## src/rtl/uart_irq_pkg.sv

```systemverilog
// Package: shared constants and helpers for the UART interrupt identification block.
// Assumes source index 0 has the highest priority and index NSRC-1 the lowest.
package uart_irq_pkg;

    localparam int NSRC  = 5;
    localparam int IDX_W = $clog2(NSRC);

    // Source indices, ordered by priority (lower index wins).
    localparam int SRC_LINE  = 0;
    localparam int SRC_RXRDY = 1;
    localparam int SRC_RXTMO = 2;
    localparam int SRC_THRE  = 3;
    localparam int SRC_MODEM = 4;

    typedef logic [NSRC-1:0]  src_vec_t;
    typedef logic [IDX_W-1:0] src_idx_t;

    // Four-bit identification code for a source index.
    function automatic logic [3:0] src_code(input src_idx_t idx);
        logic [3:0] c;
        case (idx)
            src_idx_t'(SRC_LINE):  c = 4'b0110;
            src_idx_t'(SRC_RXRDY): c = 4'b0100;
            src_idx_t'(SRC_RXTMO): c = 4'b1100;
            src_idx_t'(SRC_THRE):  c = 4'b0010;
            default:               c = 4'b0000;
        endcase
        return c;
    endfunction

endpackage

```

## src/rtl/uart_irq_pend_bank.sv

```systemverilog
// Module: one pending flag per interrupt source.
// A flag sets on an enabled event and clears on a targeted clear or when its
// enable drops. An event wins over a clear in the same cycle.
// Assumes clr is one-hot or zero.
module uart_irq_pend_bank
    import uart_irq_pkg::*;
(
    input  logic     clk,
    input  logic     rst_n,
    input  src_vec_t evt,
    input  src_vec_t en,
    input  src_vec_t clr,
    output src_vec_t pend_d,
    output src_vec_t pend_q
);

    for (genvar i = 0; i < NSRC; i++) begin : g_flag
        // Next value of flag i: set by an event, held unless cleared, masked by enable.
        assign pend_d[i] = en[i] & (evt[i] | (pend_q[i] & ~clr[i]));

        // Register flag i.
        always_ff @(posedge clk) begin
            if (!rst_n) pend_q[i] <= 1'b0;
            else        pend_q[i] <= pend_d[i];
        end
    end

endmodule

```

## src/rtl/uart_irq_arbiter.sv

```systemverilog
// Module: selects the reported source and holds it until it is serviced.
// A reported source stays selected while its next-state flag is set. Otherwise
// the highest-priority next-state flag is taken, so a read moves the report on
// within one clock.
module uart_irq_arbiter
    import uart_irq_pkg::*;
(
    input  logic     clk,
    input  logic     rst_n,
    input  src_vec_t pend_d,
    output logic     cur_valid,
    output src_idx_t cur_idx
);

    src_idx_t pick_idx;
    logic     hold;

    // Priority pick: scan from lowest to highest priority so that the last hit wins.
    always_comb begin
        pick_idx = '0;
        for (int i = NSRC - 1; i >= 0; i--) begin
            if (pend_d[i]) pick_idx = src_idx_t'(i);
        end
    end

    // Lock: keep the current report while its source is still pending.
    assign hold = cur_valid && pend_d[cur_idx];

    // Register the reported source.
    always_ff @(posedge clk) begin
        if (!rst_n) begin
            cur_valid <= 1'b0;
            cur_idx   <= '0;
        end else begin
            cur_valid <= |pend_d;
            if (!hold) cur_idx <= pick_idx;
        end
    end

endmodule

```

## src/rtl/uart_irq_status_fmt.sv

```systemverilog
// Module: formats the status byte from the reported source and the FIFO mode inputs.
// Purely combinational. Bit 0 is low while a source is reported.
module uart_irq_status_fmt
    import uart_irq_pkg::*;
(
    input  logic       cur_valid,
    input  src_idx_t   cur_idx,
    input  logic       fifo_en,
    input  logic       fifo_deep,
    output logic [7:0] status
);

    logic [3:0] code;

    // Build the low nibble: the source code, or the idle value.
    always_comb begin
        if (cur_valid) code = src_code(cur_idx);
        else           code = 4'b0001;
    end

    // Assemble the full byte.
    assign status = {fifo_en, fifo_en, fifo_deep, 1'b0, code};

endmodule

```

## src/rtl/uart_irq_ident.sv

```systemverilog
// Module: top of the UART interrupt identification block.
// Combines the pending flags, the locking arbiter and the status formatter.
// A read clears the source that is on the status byte at the strobe.
// Assumes status_rd lasts one cycle per host read.
module uart_irq_ident
    import uart_irq_pkg::*;
(
    input  logic       clk,
    input  logic       rst_n,
    input  logic [4:0] src_evt,
    input  logic [4:0] src_en,
    input  logic       status_rd,
    input  logic       fifo_en,
    input  logic       fifo_deep,
    output logic [7:0] status,
    output logic       irq
);

    src_vec_t pend_d, pend_q, clr;
    logic     cur_valid;
    src_idx_t cur_idx;

    // Clear mask: only the reported source, only on a read.
    always_comb begin
        clr = '0;
        if (status_rd && cur_valid) clr[cur_idx] = 1'b1;
    end

    uart_irq_pend_bank u_bank (
        .clk    (clk),
        .rst_n  (rst_n),
        .evt    (src_evt),
        .en     (src_en),
        .clr    (clr),
        .pend_d (pend_d),
        .pend_q (pend_q)
    );

    uart_irq_arbiter u_arb (
        .clk       (clk),
        .rst_n     (rst_n),
        .pend_d    (pend_d),
        .cur_valid (cur_valid),
        .cur_idx   (cur_idx)
    );

    uart_irq_status_fmt u_fmt (
        .cur_valid (cur_valid),
        .cur_idx   (cur_idx),
        .fifo_en   (fifo_en),
        .fifo_deep (fifo_deep),
        .status    (status)
    );

    // Interrupt line: any pending flag (flags exist only while enabled).
    assign irq = |pend_q;

endmodule

```

## config.mk

```make
export PLATFORM = sky130hd
export DESIGN_NAME = uart_irq_ident
export DESIGN_NICKNAME = d
export VERILOG_FILES = /design/src/rtl/uart_irq_pkg.sv /design/src/rtl/uart_irq_pend_bank.sv /design/src/rtl/uart_irq_arbiter.sv /design/src/rtl/uart_irq_status_fmt.sv /design/src/rtl/uart_irq_ident.sv
export SDC_FILE = /design/constraint.sdc
export NUM_CORES = 1
export LEC_CHECK = 0
export ABC_AREA = 1
export CAP_MARGIN = 20
export CORE_MARGIN = 5
export CORE_UTILIZATION = 37
export CTS_CLUSTER_SIZE = 30
export DETAILED_ROUTE_END_ITERATION = 10
export PLACE_DENSITY = 0.73
export RECOVER_POWER = 25
export SLEW_MARGIN = 10
export SYNTH_ARGS = -nofsm -noshare
export SYNTH_HDL_FRONTEND = slang
export SYNTH_SLANG_ARGS = --single-unit
```

## constraint.sdc

```tcl
create_clock -name clk -period 1.29 [get_ports clk]
set_input_delay 0.1935 -clock clk [delete_from_list [all_inputs] [get_ports clk]]
set_output_delay 0.1935 -clock clk [all_outputs]
set_load 0.01 [all_outputs]
```

==> results of run 1 <==
[power groups by stage]
stage	sequential (mW)	combinational, mW	clock, mW
3_5_place_dp	0.328	0.374	0
3_3_place_gp	0.328	0.367	0
5_1_grt	0.331	0.466	0.249
6_report	0.328	0.420	0.228
4_1_cts	0.326	0.386	0.231
2_1_floorplan	0.329	0.199	0
[area by class of cell]
type	instances	area share, %
multi-input combinational	71	42.3
timing repair buffer	31	28.3
tap	16	2.08
sequential	9	19.2
clock buffer	4	2.72
inverter	14	5.45
[logic make-up after synthesis]
logic type      count (synthesis)
flops                           9
compound gates                  7
buf+inv                        18
simple gates                   63
other cells                     1
[Yosys cell counts]
cell	n	share of area, %
nand2_1	24	15
nor2_1	15	9.3
inv_1	14	8.7
nand2_2	10	10
dfxtp_1	9	30
nand3_1	7	5.8
a21oi_1	5	4.1
nor2_2	5	5.2
buf_4	4	5.0
conb_1	1	0.62
nand3b_1	1	1.2
nor2_4	1	1.9
o21a_1	1	1.2
o21bai_2	1	1.9
[metrics by stage]
step | setup WS, ns | cells | cell area (um2)
floorplan | 0.00527 | 98 | 611
global placement | -0.370 | 141 | 876
detailed placement | -0.421 | 141 | 876
CTS | -0.151 | 145 | 921
global route | -0.256 | 145 | 965
finish | -0.156 | 145 | 965
[metal layers]
metal / vias up / global-route usage [%] / routed length, um
met5: - / 0 / 0
met4: 0 / 8.94 / 29
met3: 3 / 5.92 / 155
met2: 28 / 21.5 / 722
met1: 294 / 14.9 / 625
li1: 352 / - / -
[what timing repair did]
action / CTS / global route
resized for setup: 26 / 14
pin swaps: 4 / 7
endpoints found under the setup margin: 9 / 8
cloned: 0 / 0
buffers inserted: 0 / 0
[path summary, 6_finish.rpt]
kind / from / end / depth (start not counted) / slack, ns
worst max-delay path: u_arb.cur_idx[2] / status[1] / 5 / -0.16
worst min register to register: u_bank.pend_q[1] / u_bank.pend_q[1] / 4 / 0.59
worst max register to register: u_arb.cur_idx[2] / u_arb.cur_idx[2] / 13 / -0.13
worst min-delay path: fifo_deep / status[5] / 0 / 0.39
[registers in the layout (all words and copies together), names as in the netlist]
register	flops
u_arb.cur_valid	1
u_bank.pend_q	5
u_arb.cur_idx	3
[worst reg2reg max path, delay by kind of cell (launching register included)]
kind | cells | cell delay [ns]
DFF | 1 | 0.34
buffers and inverters | 3 | 0.28
and+or+nand+nor | 10 | 0.76
==> load_flow_metrics.sql, run 1 <==
INSERT INTO impl_metrics (metric_group, metric, value, unit) VALUES
('outcome', 'status', 'finished with violations', ''),
('outcome', 'failed_checks', 'setup timing', ''),
('synth', 'synth_seq_area_share', '29.8', '%'),
('detailed_routing', 'drt_wl_total', '1.53', 'mm'),
('synth', 'synthSimpleGateAreaFrac', '48.7', '%'),
('cts', 'cts-buffers-inserted', '3', ''),
('die', 'ioPinCount', '24', ''),
('sta', 'final.setup.tns', '-0.552', 'ns'),
('synth', 'syn-instance-count', '98', ''),
('synth', 'mappedNetlistNets', '113', ''),
('power_and_ir_drop', 'share_seq_of_total_power', '33.6', '%'),
('layout', 'mostFrequentLayoutCell', 'nand2_1', ''),
('sta', 'final_max_slew_viol_count', '0', ''),
('layout', 'final_net_count', '145', ''),
('synth', 'syn-cell-area', '604', 'um2'),
('setup_path', 'cp_cell_sequence', 'nor2_2, inv_1, nor2_2, o21a_1, clkdlybuf4s15_2', ''),
('sta', 'setup-violations-final', '5', ''),
('grt', 'grt_overflow_total', '0', ''),
('power_and_ir_drop', 'power.share.clock', '23.4', '%'),
('sta', 'fmax', '692', 'MHz'),
('sta', 'fin_ws', '-0.156', 'ns'),
('setup_path', 'startpoint_kind_of_the_worst_setup_timing_path', 'register', ''),
('power_and_ir_drop', 'p_sw', '0.347', 'mW'),
('power_and_ir_drop', 'netSwitchingFraction', '35.5', '%'),
('setup_path', 'critical_path.top_delay_family', 'flip-flops', ''),
('sta', 'final_hold_viol_count', '0', ''),
('synth', 'syn_area_per_cell', '6.17', 'um2'),
('detailed_routing', 'dr.pass1.iters', '4', ''),
('detailed_routing', 'detail_route.wl_per_cell', '10.6', 'um'),
('die', 'starting_density_of_the_core', '39.7', '%'),
('grt', 'via_count_of_the_first_global_routing_pass', '651', ''),
('sta', 'holdWs', '0.387', 'ns'),
('place', 'dp.final_hpwl', '1.24', 'mm'),
('place', 'routabilityCongestion', '0.861', ''),
('cts', 'worst_setup_hold_path_clk_slew', '0.06', 'ns'),
('cts', 'cts.root.buffer_cell', 'clkbuf_4', ''),
('synth', 'synth-adder-area-share', '0', '%'),
('die', 'dieWidth', '50.4', 'um'),
('synth', 'post_synthesis_compound_gate_area_fraction', '7.25', '%'),
('grt', 'maximum_number_of_pins_on_one_net_before_global_route_repair', '7', ''),
('sta', 'fin_crit', '1.45', 'ns'),
('power_and_ir_drop', 'power.total', '0.976', 'mW'),
('die', 'chipHeight', '50.4', 'um'),
('layout', 'layout-area-overhead-vs-synth', '59.6', '%'),
('detailed_routing', 'antenna_violating_nets_post_route', '0', ''),
('synth', 'synthDistinctLibCells', '14', ''),
('power_and_ir_drop', 'comb_power_share', '43.0', '%'),
('grt', 'grt_pass1_wl', '2.64', 'mm'),
('setup_path', 'timing.critical_path.slowest_stage_cell', 'dfxtp_2', ''),
('synth', 'yosysWarnings', '0', ''),
('synth', 'post_synth_xor_area_fraction', '0', '%'),
('grt', 'antenna_violations_before_repair', '0', ''),
('sta', 'final.period_utilization', '112', '%'),
('layout', 'drive_gt1_share', '46.5', '%'),
('cts', 'worst_skew_pair.late_latency', '0.28', 'ns'),
('die', 'design.die.area', '2540', 'um2'),
('layout', 'antenna_cells', '0', ''),
('layout', 'final_util', '63.3', '%'),
('cts', 'cts.sinks', '9', ''),
('setup_path', 'worst_ep_arrival_time', '1.25', 'ns'),
('synth', 'synth_mux_area_share', '0', '%'),
('grt', 'track_usage', '13.7', '%'),
('power_and_ir_drop', 'p_int', '0.629', 'mW'),
('setup_path', 'critPathMostFrequentCell', 'nor2_2', ''),
('layout', 'final.fill_count', '149', ''),
('setup_path', 'worstPathBufferInverterCount', '2', ''),
('setup_path', 'sort_of_element_at_the_end_of_the_critical_path', 'output port', ''),
('place', 'quantity_of_i_o_buffers_inserted_on_ports', '17', ''),
('synth', 'synth-seq-cells', '9', ''),
('cts', 'hold_buffers', '0', ''),
('setup_path', 'critical_path.max_stage_delay', '0.34', 'ns');
(Power assumes the default switching activity.)
==> inputs of run 2 (changes only) <==
--- a/config.mk
+++ b/config.mk
@@ -6,7 +6,7 @@
 export NUM_CORES = 1
 export LEC_CHECK = 0
 export ABC_AREA = 1
-export CAP_MARGIN = 20
+export CAP_MARGIN = 30
 export CORE_MARGIN = 5
 export CORE_UTILIZATION = 37
 export CTS_CLUSTER_SIZE = 30
==> results of run 2 <==
The final DEF is identical to that of run 1; final timing and power are the same.
==> inputs of run 3 (changes only) <==
--- a/config.mk
+++ b/config.mk
@@ -5,12 +5,12 @@
 export SDC_FILE = /design/constraint.sdc
 export NUM_CORES = 1
 export LEC_CHECK = 0
-export ABC_AREA = 1
 export CAP_MARGIN = 30
 export CORE_MARGIN = 5
-export CORE_UTILIZATION = 37
+export CORE_UTILIZATION = 38
 export CTS_CLUSTER_SIZE = 30
 export DETAILED_ROUTE_END_ITERATION = 10
+export GPL_ROUTABILITY_DRIVEN = 0
 export PLACE_DENSITY = 0.73
 export RECOVER_POWER = 25
 export SLEW_MARGIN = 10
==> load_flow_metrics.sql, run 3 <==
INSERT INTO impl_metrics (metric_group, metric, value, unit) VALUES
('die', 'starting_density_of_the_core', '39.0', '%'),
('run', 'max_cap_viols', '0', ''),
('place', 'quantity_of_i_o_buffers_inserted_on_ports', '17', ''),
('setup_path', 'worst-r2r-cell-count', '5', ''),
('place', 'pre_cts_ws', '-0.556', 'ns'),
('cts', 'tritoncts_clock_tree', 'done', ''),
('grt', 'groute.layer.met1.usage', '17.1', '%'),
('setup_path', 'sort_of_element_at_the_end_of_the_critical_path', 'register', ''),
('grt', 'via_count_of_the_first_global_routing_pass', '668', ''),
('hold_path', 'timing.hold.worst_path_depth', '0', ''),
('sta', 'fmax', '633', 'MHz'),
('synth', 'dominantRegCellSynth', 'dfxtp_1', ''),
('synth', 'syn-cell-area', '659', 'um2'),
('place', 'dp.final_hpwl', '1.28', 'mm'),
('layout', 'top_register_by_number_of_flip_flops', 'u_bank.pend_q', ''),
('layout', 'mostFrequentLayoutCell', 'buf_4', ''),
('layout', 'layout-area-overhead-vs-synth', '53.1', '%'),
('cts', 'cts.root.buffer_cell', 'clkbuf_4', ''),
('sta', 'grt_setup_unrepaired', 'true', ''),
('synth', 'syn_area_per_cell', '8.56', 'um2'),
('layout', 'drive_gt1_share', '39.4', '%'),
('synth', 'yosys.area.top_type', 'dfxtp_1', ''),
('synth', 'synth-seq-cells', '9', ''),
('synth', 'syn-instance-count', '77', ''),
('sta', 'fin_ws', '-0.290', 'ns'),
('die', 'core.rowCount', '15', ''),
('detailed_routing', 'dr.pass1.iters', '4', ''),
('cts', 'cts_max_level', '1', ''),
('synth', 'yosysWarnings', '0', ''),
('synth', 'synth_seq_area_share', '27.3', '%'),
('grt', 'grt_use_met3', '1.72', '%'),
('setup_path', 'worst-r2r-setup-slack', '-0.28', 'ns'),
('outcome', 'status', 'finished with violations', ''),
('sta', 'setup-violations-final', '7', ''),
('synth', 'yosys.area.top_type_share', '27.3', '%'),
('grt', 'gr-max-usage-layer', 'met2', ''),
('setup_path', 'critical_path_peak_fanout', '2', ''),
('grt', 'antenna_violations_before_repair', '0', ''),
('synth', 'synth_top_cells_by_count', '9 x dfxtp_1, 7 x nand2_1, 5 x nor2_1, 5 x o21ai_0', ''),
('setup_path', 'r2r_end', 'u_arb.cur_idx[2]', ''),
('grt', 'track_usage', '14.3', '%'),
('synth', 'synth_enable_flop_cells', '0', ''),
('layout', 'mostFrequentLayoutCells', '16 x buf_4, 10 x clkdlybuf4s50_1, 6 x nand2_1', ''),
('synth', 'ys_top_cells_by_area', 'dfxtp_1 27%, o221a_4 6.1%, mux2i_1 4.6%, buf_4 4.6%, nand2_1 4.0%', ''),
('die', 'ioPinCount', '24', ''),
('power_and_ir_drop', 'vdd.ir_drop.worst', '0.548', 'mV'),
('layout', 'final.fill_count', '157', ''),
('die', 'design.die.area', '2670', 'um2'),
('power_and_ir_drop', 'power.total', '0.840', 'mW'),
('grt', 'met2_usage', '23.9', '%'),
('synth', 'post-synth-top-count-cell', 'dfxtp_1', ''),
('setup_path', 'worst-endpoint-required', '1.48', 'ns'),
('power_and_ir_drop', 'static-leakage-power', '0.467', 'nW'),
('layout', 'final_cell_area', '1010', 'um2'),
('cts', 'worst_skew_pair.late_latency', '0.26', 'ns'),
('die', 'chipHeight', '51.7', 'um'),
('power_and_ir_drop', 'cellPowerDensity', '832', 'nW/um2'),
('die', 'core_region_area', '1690', 'um2'),
('grt', 'maximum_number_of_pins_on_one_net_before_global_route_repair', '9', ''),
('sta', 'final_max_slew_viol_count', '0', ''),
('layout', 'final_net_count', '125', ''),
('layout', 'biggestRegsByFlops', 'u_bank.pend_q (5), u_arb.cur_idx (3), u_arb.cur_valid (1)', ''),
('outcome', 'failed_checks', 'setup timing', ''),
('sta', 'final_hold_viol_count', '0', ''),
('place', 'placedInstanceArea', '917', 'um2'),
('setup_path', 'worst_ep_arrival_time', '1.77', 'ns'),
('setup_path', 'startpoint_kind_of_the_worst_setup_timing_path', 'primary input', ''),
('sta', 'final.period_utilization', '122', '%'),
('grt', 'grt_overflow_total', '0', ''),
('cts', 'worst_setup_hold_path_clk_slew', '0.06', 'ns'),
('hold_path', 'hold_class', 'in2out', ''),
('detailed_routing', 'detail_route.wl_per_cell', '13.8', 'um'),
('detailed_routing', 'vias_post_dr', '675', ''),
('synth', 'synth_async_sr_flop_share', '0', '%'),
('detailed_routing', 'route.detailed.drc', '0', ''),
('hold_path', 'hold_end', 'status[6]', ''),
('die', 'dieWidth', '51.7', 'um'),
('setup_path', 'reg2reg_from', 'u_arb.cur_idx[2]', ''),
('synth', 'mappedNetlistNets', '92', ''),
('synth', 'synthDistinctLibCells', '38', ''),
('layout', 'antenna_cells', '0', ''),
('layout', 'largest_reg_flops', '5', ''),
('cts', 'cts_max_path_buffers', '2', ''),
('detailed_routing', 'drt_wl_total', '1.74', 'mm'),
('detailed_routing', 'vias_per_cell', '5.36', ''),
('sta', 'fin_worst_skew', '0.00372', 'ns'),
('detailed_routing', 'antenna_violating_nets_post_route', '0', ''),
('sta', 'fin_crit', '1.58', 'ns'),
('hold_path', 'hold_path_startpoint', 'fifo_en', ''),
('setup_path', 'critical_path_class', 'in2reg', ''),
('grt', 'grt_pass1_wl', '2.82', 'mm'),
('cts', 'cts.sinks', '9', ''),
('cts', 'cts-buffers-inserted', '3', ''),
('detailed_routing', 'initialDrtViolationCount', '25', '');
==> run 3: critical path: stages <==
cell and delay [ns]:
clkdlybuf4s50_1 0.43, or3_4 0.41, o221a_4 0.24, nor4b_4 0.29, nand2_1 0.08, mux2i_1 0.12
==> run 3: cell type report <==
| class | instances | area [um2] | area share [%] |
|---|---|---|---|
| tap | 17 | 21.3 | 2.11 |
| sequential | 9 | 194 | 19.2 |
| multi-input combinational | 57 | 454 | 45.0 |
| timing repair buffer | 36 | 300 | 29.7 |
| inverter | 3 | 13.8 | 1.36 |
| clock buffer | 4 | 26.3 | 2.60 |
==> run 3: how the worst max path moves through the flow <==
stage / startpoint / end / cells past startpoint
3_3_place_gp: src_evt[1] / u_arb.cur_idx[2] / 6
4_1_cts: u_arb.cur_idx[2] / u_arb.cur_idx[2] / 5
2_1_floorplan: u_arb.cur_idx[2] / u_arb.cur_idx[2] / 6
3_5_place_dp: src_evt[1] / u_arb.cur_idx[2] / 6
5_1_grt: u_arb.cur_idx[2] / u_arb.cur_idx[2] / 5
6_report: src_evt[1] / u_arb.cur_idx[2] / 6
==> run 3: cells by family after synthesis <==
logic type | share of synthesized area [%]
AO/OA/AOI/OAI | 27.3
XOR/XNOR | 1.33
buffers and inverters | 10.1
flip-flops | 27.3
multiplexers | 4.55
other | 0.569
AND/OR/NAND/NOR | 28.8
==> run 3: power breakdown <==
part | switching [mW] | total, mW | internal [mW]
Combinational | 0.125 | 0.295 | 0.169
Sequential | 0.0299 | 0.327 | 0.297
Clock | 0.0993 | 0.219 | 0.119
Total | 0.254 | 0.840 | 0.585
==> run 3: metal layers <==
layer | share of wire (%) | routed length, um | vias up
met4 | 2.3 | 40 | 0
li1 | - | - | 342
met3 | 5.8 | 100 | 5
met5 | 0 | 0 | -
met2 | 47 | 822 | 27
met1 | 45 | 774 | 301
==> run 3: timing repair <==
item | CTS | global route
pin swaps | 4 | 3
hold buffers | 0 | 0
setup buffers | 3 | 1
gates resized for setup | 22 | 15
endpoints found under the hold margin | 0 | 0
endpoints found under the setup margin | 14 | 13
==> run 3: metrics by stage <==
step | hold WS, ns | setup TNS, ns | cells | util [%]
global route | 0.387 | -1.70 | 126 | 59.8
finish | 0.387 | -1.16 | 126 | 59.8
detailed placement | 0.387 | -3.82 | 118 | 54.3
global placement | 0.387 | -3.62 | 118 | 54.3
CTS | 0.387 | -1.14 | 125 | 57.0
floorplan | 0.348 | -0.750 | 77 | -
